[src/rtl/dac_load_pkg.sv]
package dac_load_pkg;
  localparam int unsigned NUM_CH = 4;
  localparam int unsigned CODE_W = 10;
  localparam int unsigned ADDR_W = $clog2(NUM_CH);

  // bus pin order inside the control synchronizer
  typedef struct packed {
    logic cs_n;
    logic wr_n;
    logic ld_n;
    logic hben;
  } bus_ctrl_t;

  localparam bus_ctrl_t CTRL_IDLE = '{cs_n: 1'b1, wr_n: 1'b1, ld_n: 1'b1, hben: 1'b0};
endpackage

[src/rtl/dac_pin_sync.sv]
module dac_pin_sync #(
  parameter int unsigned    W       = 1,
  parameter logic [W-1:0]   RST_VAL = '0
) (
  input  logic         clk_i,
  input  logic         rst_ni,
  input  logic [W-1:0] d_i,
  output logic [W-1:0] q_o
);
  logic [W-1:0] s1_q, s2_q;

  for (genvar b = 0; b < W; b++) begin : g_bit
    always_ff @(posedge clk_i or negedge rst_ni) begin
      if (!rst_ni) begin
        s1_q[b] <= RST_VAL[b];
        s2_q[b] <= RST_VAL[b];
      end else begin
        s1_q[b] <= d_i[b];
        s2_q[b] <= s1_q[b];
      end
    end
  end

  assign q_o = s2_q;
endmodule

[src/rtl/dac_clr_sync.sv]
module dac_clr_sync (
  input  logic clk_i,
  input  logic rst_ni,
  input  logic clr_ni,
  output logic regs_rst_no
);
  logic arst_n;
  logic [1:0] stage_q;

  assign arst_n = rst_ni & clr_ni;

  // assert immediately, release after two edges
  always_ff @(posedge clk_i or negedge arst_n) begin
    if (!arst_n) stage_q <= 2'b00;
    else         stage_q <= {stage_q[0], 1'b1};
  end

  assign regs_rst_no = stage_q[1];
endmodule

[src/rtl/dac_bus_decode.sv]
module dac_bus_decode
  import dac_load_pkg::*;
#(
  parameter int unsigned N_CH   = NUM_CH,
  parameter int unsigned DATA_W = CODE_W,
  parameter bit          BYTES  = 1'b0,
  localparam int unsigned AW    = $clog2(N_CH)
) (
  input  logic              clk_i,
  input  logic              rst_ni,
  input  logic              cs_ns_i,
  input  logic              wr_ns_i,
  input  logic              hben_s_i,
  input  logic [AW-1:0]     addr_s_i,
  input  logic [DATA_W-1:0] data_s_i,
  input  logic              gain_s_i,
  output logic [N_CH-1:0]   wr_hit_o,
  output logic [DATA_W-1:0] wr_data_o,
  output logic              wr_gain_o,
  output logic              wr_hi_o
);
  logic wr_q, cs_q, wr_rise, wr_ok;

  always_ff @(posedge clk_i or negedge rst_ni) begin
    if (!rst_ni) begin
      wr_q <= 1'b1;
      cs_q <= 1'b1;
    end else begin
      wr_q <= wr_ns_i;
      cs_q <= cs_ns_i;
    end
  end

  // select must be low through the strobe's low phase
  assign wr_rise = wr_ns_i & ~wr_q;
  assign wr_ok   = wr_rise & ~cs_q;

  for (genvar c = 0; c < N_CH; c++) begin : g_hit
    assign wr_hit_o[c] = wr_ok && (addr_s_i == AW'(c));
  end

  assign wr_data_o = data_s_i;
  assign wr_gain_o = gain_s_i;
  assign wr_hi_o   = BYTES & hben_s_i;
endmodule

[src/rtl/dac_chan_reg.sv]
module dac_chan_reg #(
  parameter int unsigned CODE_BITS = 10,
  parameter bit          BYTES     = 1'b0,
  localparam int unsigned HI_W     = CODE_BITS - 8
) (
  input  logic                 clk_i,
  input  logic                 rst_ni,
  input  logic                 wr_hit_i,
  input  logic [CODE_BITS-1:0] wr_data_i,
  input  logic                 wr_gain_i,
  input  logic                 wr_hi_i,
  input  logic                 load_i,
  output logic [CODE_BITS-1:0] code_o,
  output logic                 gain_o,
  output logic                 pend_o
);
  logic [CODE_BITS-1:0] in_code_q, in_code_d, dac_code_q;
  logic                 in_gain_q, dac_gain_q, pend_q, gain_we, do_load;

  always_comb begin
    if (BYTES) begin
      if (wr_hi_i) in_code_d = {wr_data_i[HI_W-1:0], in_code_q[7:0]};
      else         in_code_d = {in_code_q[CODE_BITS-1:8], wr_data_i[7:0]};
    end else begin
      in_code_d = wr_data_i;
    end
  end

  assign gain_we = BYTES ? wr_hi_i : 1'b1;
  assign do_load = load_i & pend_q;

  always_ff @(posedge clk_i or negedge rst_ni) begin
    if (!rst_ni) begin
      in_code_q  <= '0;
      in_gain_q  <= 1'b0;
      dac_code_q <= '0;
      dac_gain_q <= 1'b0;
      pend_q     <= 1'b0;
    end else begin
      if (wr_hit_i) begin
        in_code_q <= in_code_d;
        if (gain_we) in_gain_q <= wr_gain_i;
      end
      if (do_load) begin
        dac_code_q <= in_code_q;
        dac_gain_q <= in_gain_q;
      end
      // a write in the load cycle stays pending
      if (wr_hit_i)     pend_q <= 1'b1;
      else if (do_load) pend_q <= 1'b0;
    end
  end

  assign code_o = dac_code_q;
  assign gain_o = dac_gain_q;
  assign pend_o = pend_q;
endmodule

[src/rtl/dac_load_ctrl.sv]
module dac_load_ctrl
  import dac_load_pkg::*;
#(
  parameter int unsigned N_CH      = NUM_CH,
  parameter int unsigned CODE_BITS = CODE_W,
  parameter bit          BYTE_MODE = 1'b0,
  localparam int unsigned AW       = $clog2(N_CH),
  localparam int unsigned DSYNC_W  = AW + CODE_BITS + 1
) (
  input  logic                      clk_i,
  input  logic                      rst_ni,
  input  logic                      clr_ni,
  input  logic                      cs_ni,
  input  logic                      wr_ni,
  input  logic                      ldac_ni,
  input  logic                      hben_i,
  input  logic [AW-1:0]             addr_i,
  input  logic [CODE_BITS-1:0]      data_i,
  input  logic                      gain_i,
  output logic [N_CH*CODE_BITS-1:0] code_o,
  output logic [N_CH-1:0]           gain_o
);
  bus_ctrl_t              ctrl_raw, ctrl_s;
  logic [DSYNC_W-1:0]     dat_raw, dat_s;
  logic                   regs_rst_n, load;
  logic [N_CH-1:0]        wr_hit, pend;
  logic [CODE_BITS-1:0]   wr_data;
  logic                   wr_gain, wr_hi;

  assign ctrl_raw = '{cs_n: cs_ni, wr_n: wr_ni, ld_n: ldac_ni, hben: hben_i};
  assign dat_raw  = {addr_i, data_i, gain_i};

  dac_pin_sync #(.W($bits(bus_ctrl_t)), .RST_VAL(CTRL_IDLE)) u_ctrl_sync (
    .clk_i, .rst_ni, .d_i(ctrl_raw), .q_o(ctrl_s)
  );

  // data path delayed equally so it lines up with the strobe
  dac_pin_sync #(.W(DSYNC_W), .RST_VAL('0)) u_data_sync (
    .clk_i, .rst_ni, .d_i(dat_raw), .q_o(dat_s)
  );

  dac_clr_sync u_clr_sync (
    .clk_i, .rst_ni, .clr_ni, .regs_rst_no(regs_rst_n)
  );

  dac_bus_decode #(.N_CH(N_CH), .DATA_W(CODE_BITS), .BYTES(BYTE_MODE)) u_decode (
    .clk_i,
    .rst_ni    (regs_rst_n),
    .cs_ns_i   (ctrl_s.cs_n),
    .wr_ns_i   (ctrl_s.wr_n),
    .hben_s_i  (ctrl_s.hben),
    .addr_s_i  (dat_s[DSYNC_W-1 -: AW]),
    .data_s_i  (dat_s[CODE_BITS:1]),
    .gain_s_i  (dat_s[0]),
    .wr_hit_o  (wr_hit),
    .wr_data_o (wr_data),
    .wr_gain_o (wr_gain),
    .wr_hi_o   (wr_hi)
  );

  assign load = ~ctrl_s.ld_n;

  for (genvar c = 0; c < N_CH; c++) begin : g_ch
    dac_chan_reg #(.CODE_BITS(CODE_BITS), .BYTES(BYTE_MODE)) u_ch (
      .clk_i,
      .rst_ni    (regs_rst_n),
      .wr_hit_i  (wr_hit[c]),
      .wr_data_i (wr_data),
      .wr_gain_i (wr_gain),
      .wr_hi_i   (wr_hi),
      .load_i    (load),
      .code_o    (code_o[c*CODE_BITS +: CODE_BITS]),
      .gain_o    (gain_o[c]),
      .pend_o    (pend[c])
    );
  end
endmodule

[config.mk]
export PLATFORM = sky130hd
export DESIGN_NAME = dac_load_ctrl
export DESIGN_NICKNAME = d
export VERILOG_FILES = /design/src/rtl/dac_load_pkg.sv /design/src/rtl/dac_pin_sync.sv /design/src/rtl/dac_clr_sync.sv /design/src/rtl/dac_bus_decode.sv /design/src/rtl/dac_chan_reg.sv /design/src/rtl/dac_load_ctrl.sv
export SDC_FILE = /design/constraint.sdc
export NUM_CORES = 1
export LEC_CHECK = 0
export ABC_CLOCK_PERIOD_IN_PS = 2800
export BUFFER_PORTS_ARGS = -buffer_cell sky130_fd_sc_hd__buf_2
export CAP_MARGIN = 40
export CELL_PAD_IN_SITES_DETAIL_PLACEMENT = 1
export CELL_PAD_IN_SITES_GLOBAL_PLACEMENT = 2
export CORE_AREA = 2 2 115 117
export CTS_CLUSTER_SIZE = 16
export DETAILED_ROUTE_END_ITERATION = 10
export DIE_AREA = 0 0 117 119
export GPL_ROUTABILITY_DRIVEN = 0
export PLACE_DENSITY = 0.85
export SYNTH_ARGS = -nofsm -noshare
export SYNTH_HDL_FRONTEND = slang
export SYNTH_HIERARCHICAL = 1
export SYNTH_SLANG_ARGS = --single-unit
[constraint.sdc]
create_clock -name clk_i -period 2.8 [get_ports clk_i]
set_input_delay 0.7 -clock clk_i [delete_from_list [all_inputs] [get_ports clk_i]]
set_output_delay 0.7 -clock clk_i [all_outputs]
set_load 0.03 [all_outputs]
==> reports/qor.csv <==
metric,value,unit
final setup violating endpoints,0,
Resize count post-CTS,0,
via count,2214,
Comb power frac,0.193,
critical path arrival,2.15,ns
Die X,117,um
Rel. slew slack,0.4601,
Crit path required time,3.09,ns
Worst Hold Class,input port to asynchronous set/reset pin,
"Clk pin slew, worst setup/hold paths",0.06,ns
setup TNS,0,ns
post-route ant nets,0,
Sw Share,0.2758,
final setup margin,0.9343,ns
Clock Latency Late Sink,0.40,ns
drt first pass iters,4,
CTS Hold Buffers Added,0,
n_diodes,0,
Routed wire per std cell,16.33,um
clk buf depth,2,
Hold Slack,0.1776,ns
internal power,4.395,mW
Clock Sink Count,128,
status,"finished, final reports clean",
Die Area,13920,um^2
Fin. Hold Viols,0,
Layout area overhead,22.77,%
Pwr Total,6.070,mW
largest net degree at the start of global routing,54,
Rows,42,
CP Launch Type,register,
final-report max-slew violation count,0,
final wirelength,8312,um
hpwl dp,5529,um
area of the core,12870,um^2
critical-path maximum fanout,12,
pre-CTS setup slack,0.9333,ns
grt ovf,0,
CTS tree,yes,
Post-CTS Setup Inserts,0,
maximum VDD drop,0.2923,mV
number of global-route vias before repair,2528,
CTS Buf Count,17,
slowest CP cell,nor4bb_4,
first-pass GRT wire length,13850,um
number of H-tree levels,4,
slew of the pin with the lowest slew margin,0.8086,ns
Sequential Power Share,0.408,
syn_area_per_cell,18.28,um^2
"critical path, cell by cell","nor4bb_4, mux2_2",
nature of the critical path endpoint,register,
synthesized cell area,4661,um^2
vias per cell,4.350,
total track usage,0.1356,
Nets,340,
share of cells above drive strength 1,0.6006,
max-cap viol count,0,
Cells after Synth,255,
CP max stage delay,0.76,ns
Leak,2.874,nW
Psw,1.674,mW
WS Path Type,register to register,
port buffer count,62,
Peak Freq,0.5360,GHz
RSZ-0062 raised after global routing,no,
I/O Pins,64,
Clock Tree Root,clkbuf_16,
Clk network pwr share,0.399,
Final Cycle Share,0.6663,
Synth warnings,6,
detailed-route DRC error count,0,
min cycle time layout,1.866,ns
post-synth net total,275,
Die Span Y,119,um
DR iter-0 viols,37,
PD cells,1061,nW/um^2
initial antenna violation count,0,
Initial Util,0.3620,
clock skew,0.006484,ns
==> flip-flops by register name (all words and copies together) (netlist names) <==
name                 flops
u_ctrl_sync/q_o          3
u_data_sync/q_o         13
u_data_sync/s1_q        13
g_ch.u_ch/in_gain_q      4
u_decode/cs_q            1
g_ch.u_ch/pend_o         4
u_decode/wr_q            1
g_ch.u_ch/in_code_q     40
u_clr_sync/stage_q       2
g_ch.u_ch/code_o        40
g_ch.u_ch/gain_o         4
u_ctrl_sync/s1_q         3
==> worst max-delay path, delay by kind of cell, from the launching register on <==
kind	cells	cell delay, ns
AND/OR/NAND/NOR	1	0.76
flip-flops	1	0.56
multiplexers	1	0.43
==> power groups by stage <==
stage	Combinational [mW]	Sequential (mW)	Clock (mW)
6_report	1.17	2.48	2.42
3_5_place_dp	1.18	2.52	0
4_1_cts	1.19	2.49	2.48
2_1_floorplan	0.458	2.87	0
5_1_grt	1.24	2.54	2.57
3_3_place_gp	1.15	2.50	0
==> through the flow <==
step           instances    util  instance area, um^2
6_report             509  0.4444                 5722
5_1_grt              509  0.4444                 5722
2_1_floorplan        255       -                 4662
4_1_cts              509  0.4444                 5722
3_5_place_dp         477  0.3930                 5060
3_3_place_gp         477  0.3930                 5060
==> layout make-up <==
type                       count  area (um^2)
fill                        1259         7153
sequential                   128         3217
multi-input combinational    103         1271
clock buffer                  19        452.9
timing repair buffer          65        332.8
tap                          176        220.2
clock inverter                13        209.0
inverter                       5        18.77
==> layout by cell type, fill, tap and decap left out, drive strengths merged <==
cell and count:
and2 1, a21o 4, and4b 2, clkbuf 19, dfstp 8, nand2 4, nor4bb 1, clkinv 4
conb 1, bufinv 5, nor2 1, and4 1, dfrtp 120, inv 6, mux2 88, clkinvlp 3
buf 65
==> layer usage <==
layer,vias to the layer above,GRT usage,part of all wire
met3,12,0.05344,0.045
met5,-,0,0
met1,1156,0.1713,0.44
met2,48,0.2063,0.49
li1,998,-,-
met4,0,0.05882,0.020
==> path summary, 6_finish.rpt <==
path	end	slack (ns)	start	cells after the start
setup reg to reg	g_ch[0].u_ch/in_code_q[5]	0.93	u_ctrl_sync/q_o[2]	2
hold / removal	u_clr_sync/stage_q[1]	0.18	clr_ni	2
setup / recovery	g_ch[0].u_ch/in_code_q[5]	0.93	u_ctrl_sync/q_o[2]	2
min in group clk_i	u_clr_sync/stage_q[1]	0.35	u_clr_sync/stage_q[0]	0
hold reg to reg	u_clr_sync/stage_q[1]	0.35	u_clr_sync/stage_q[0]	0
max in group asynchronous	u_decode/wr_q	1.65	u_clr_sync/stage_q[1]	1
(Power assumes the default switching activity.)
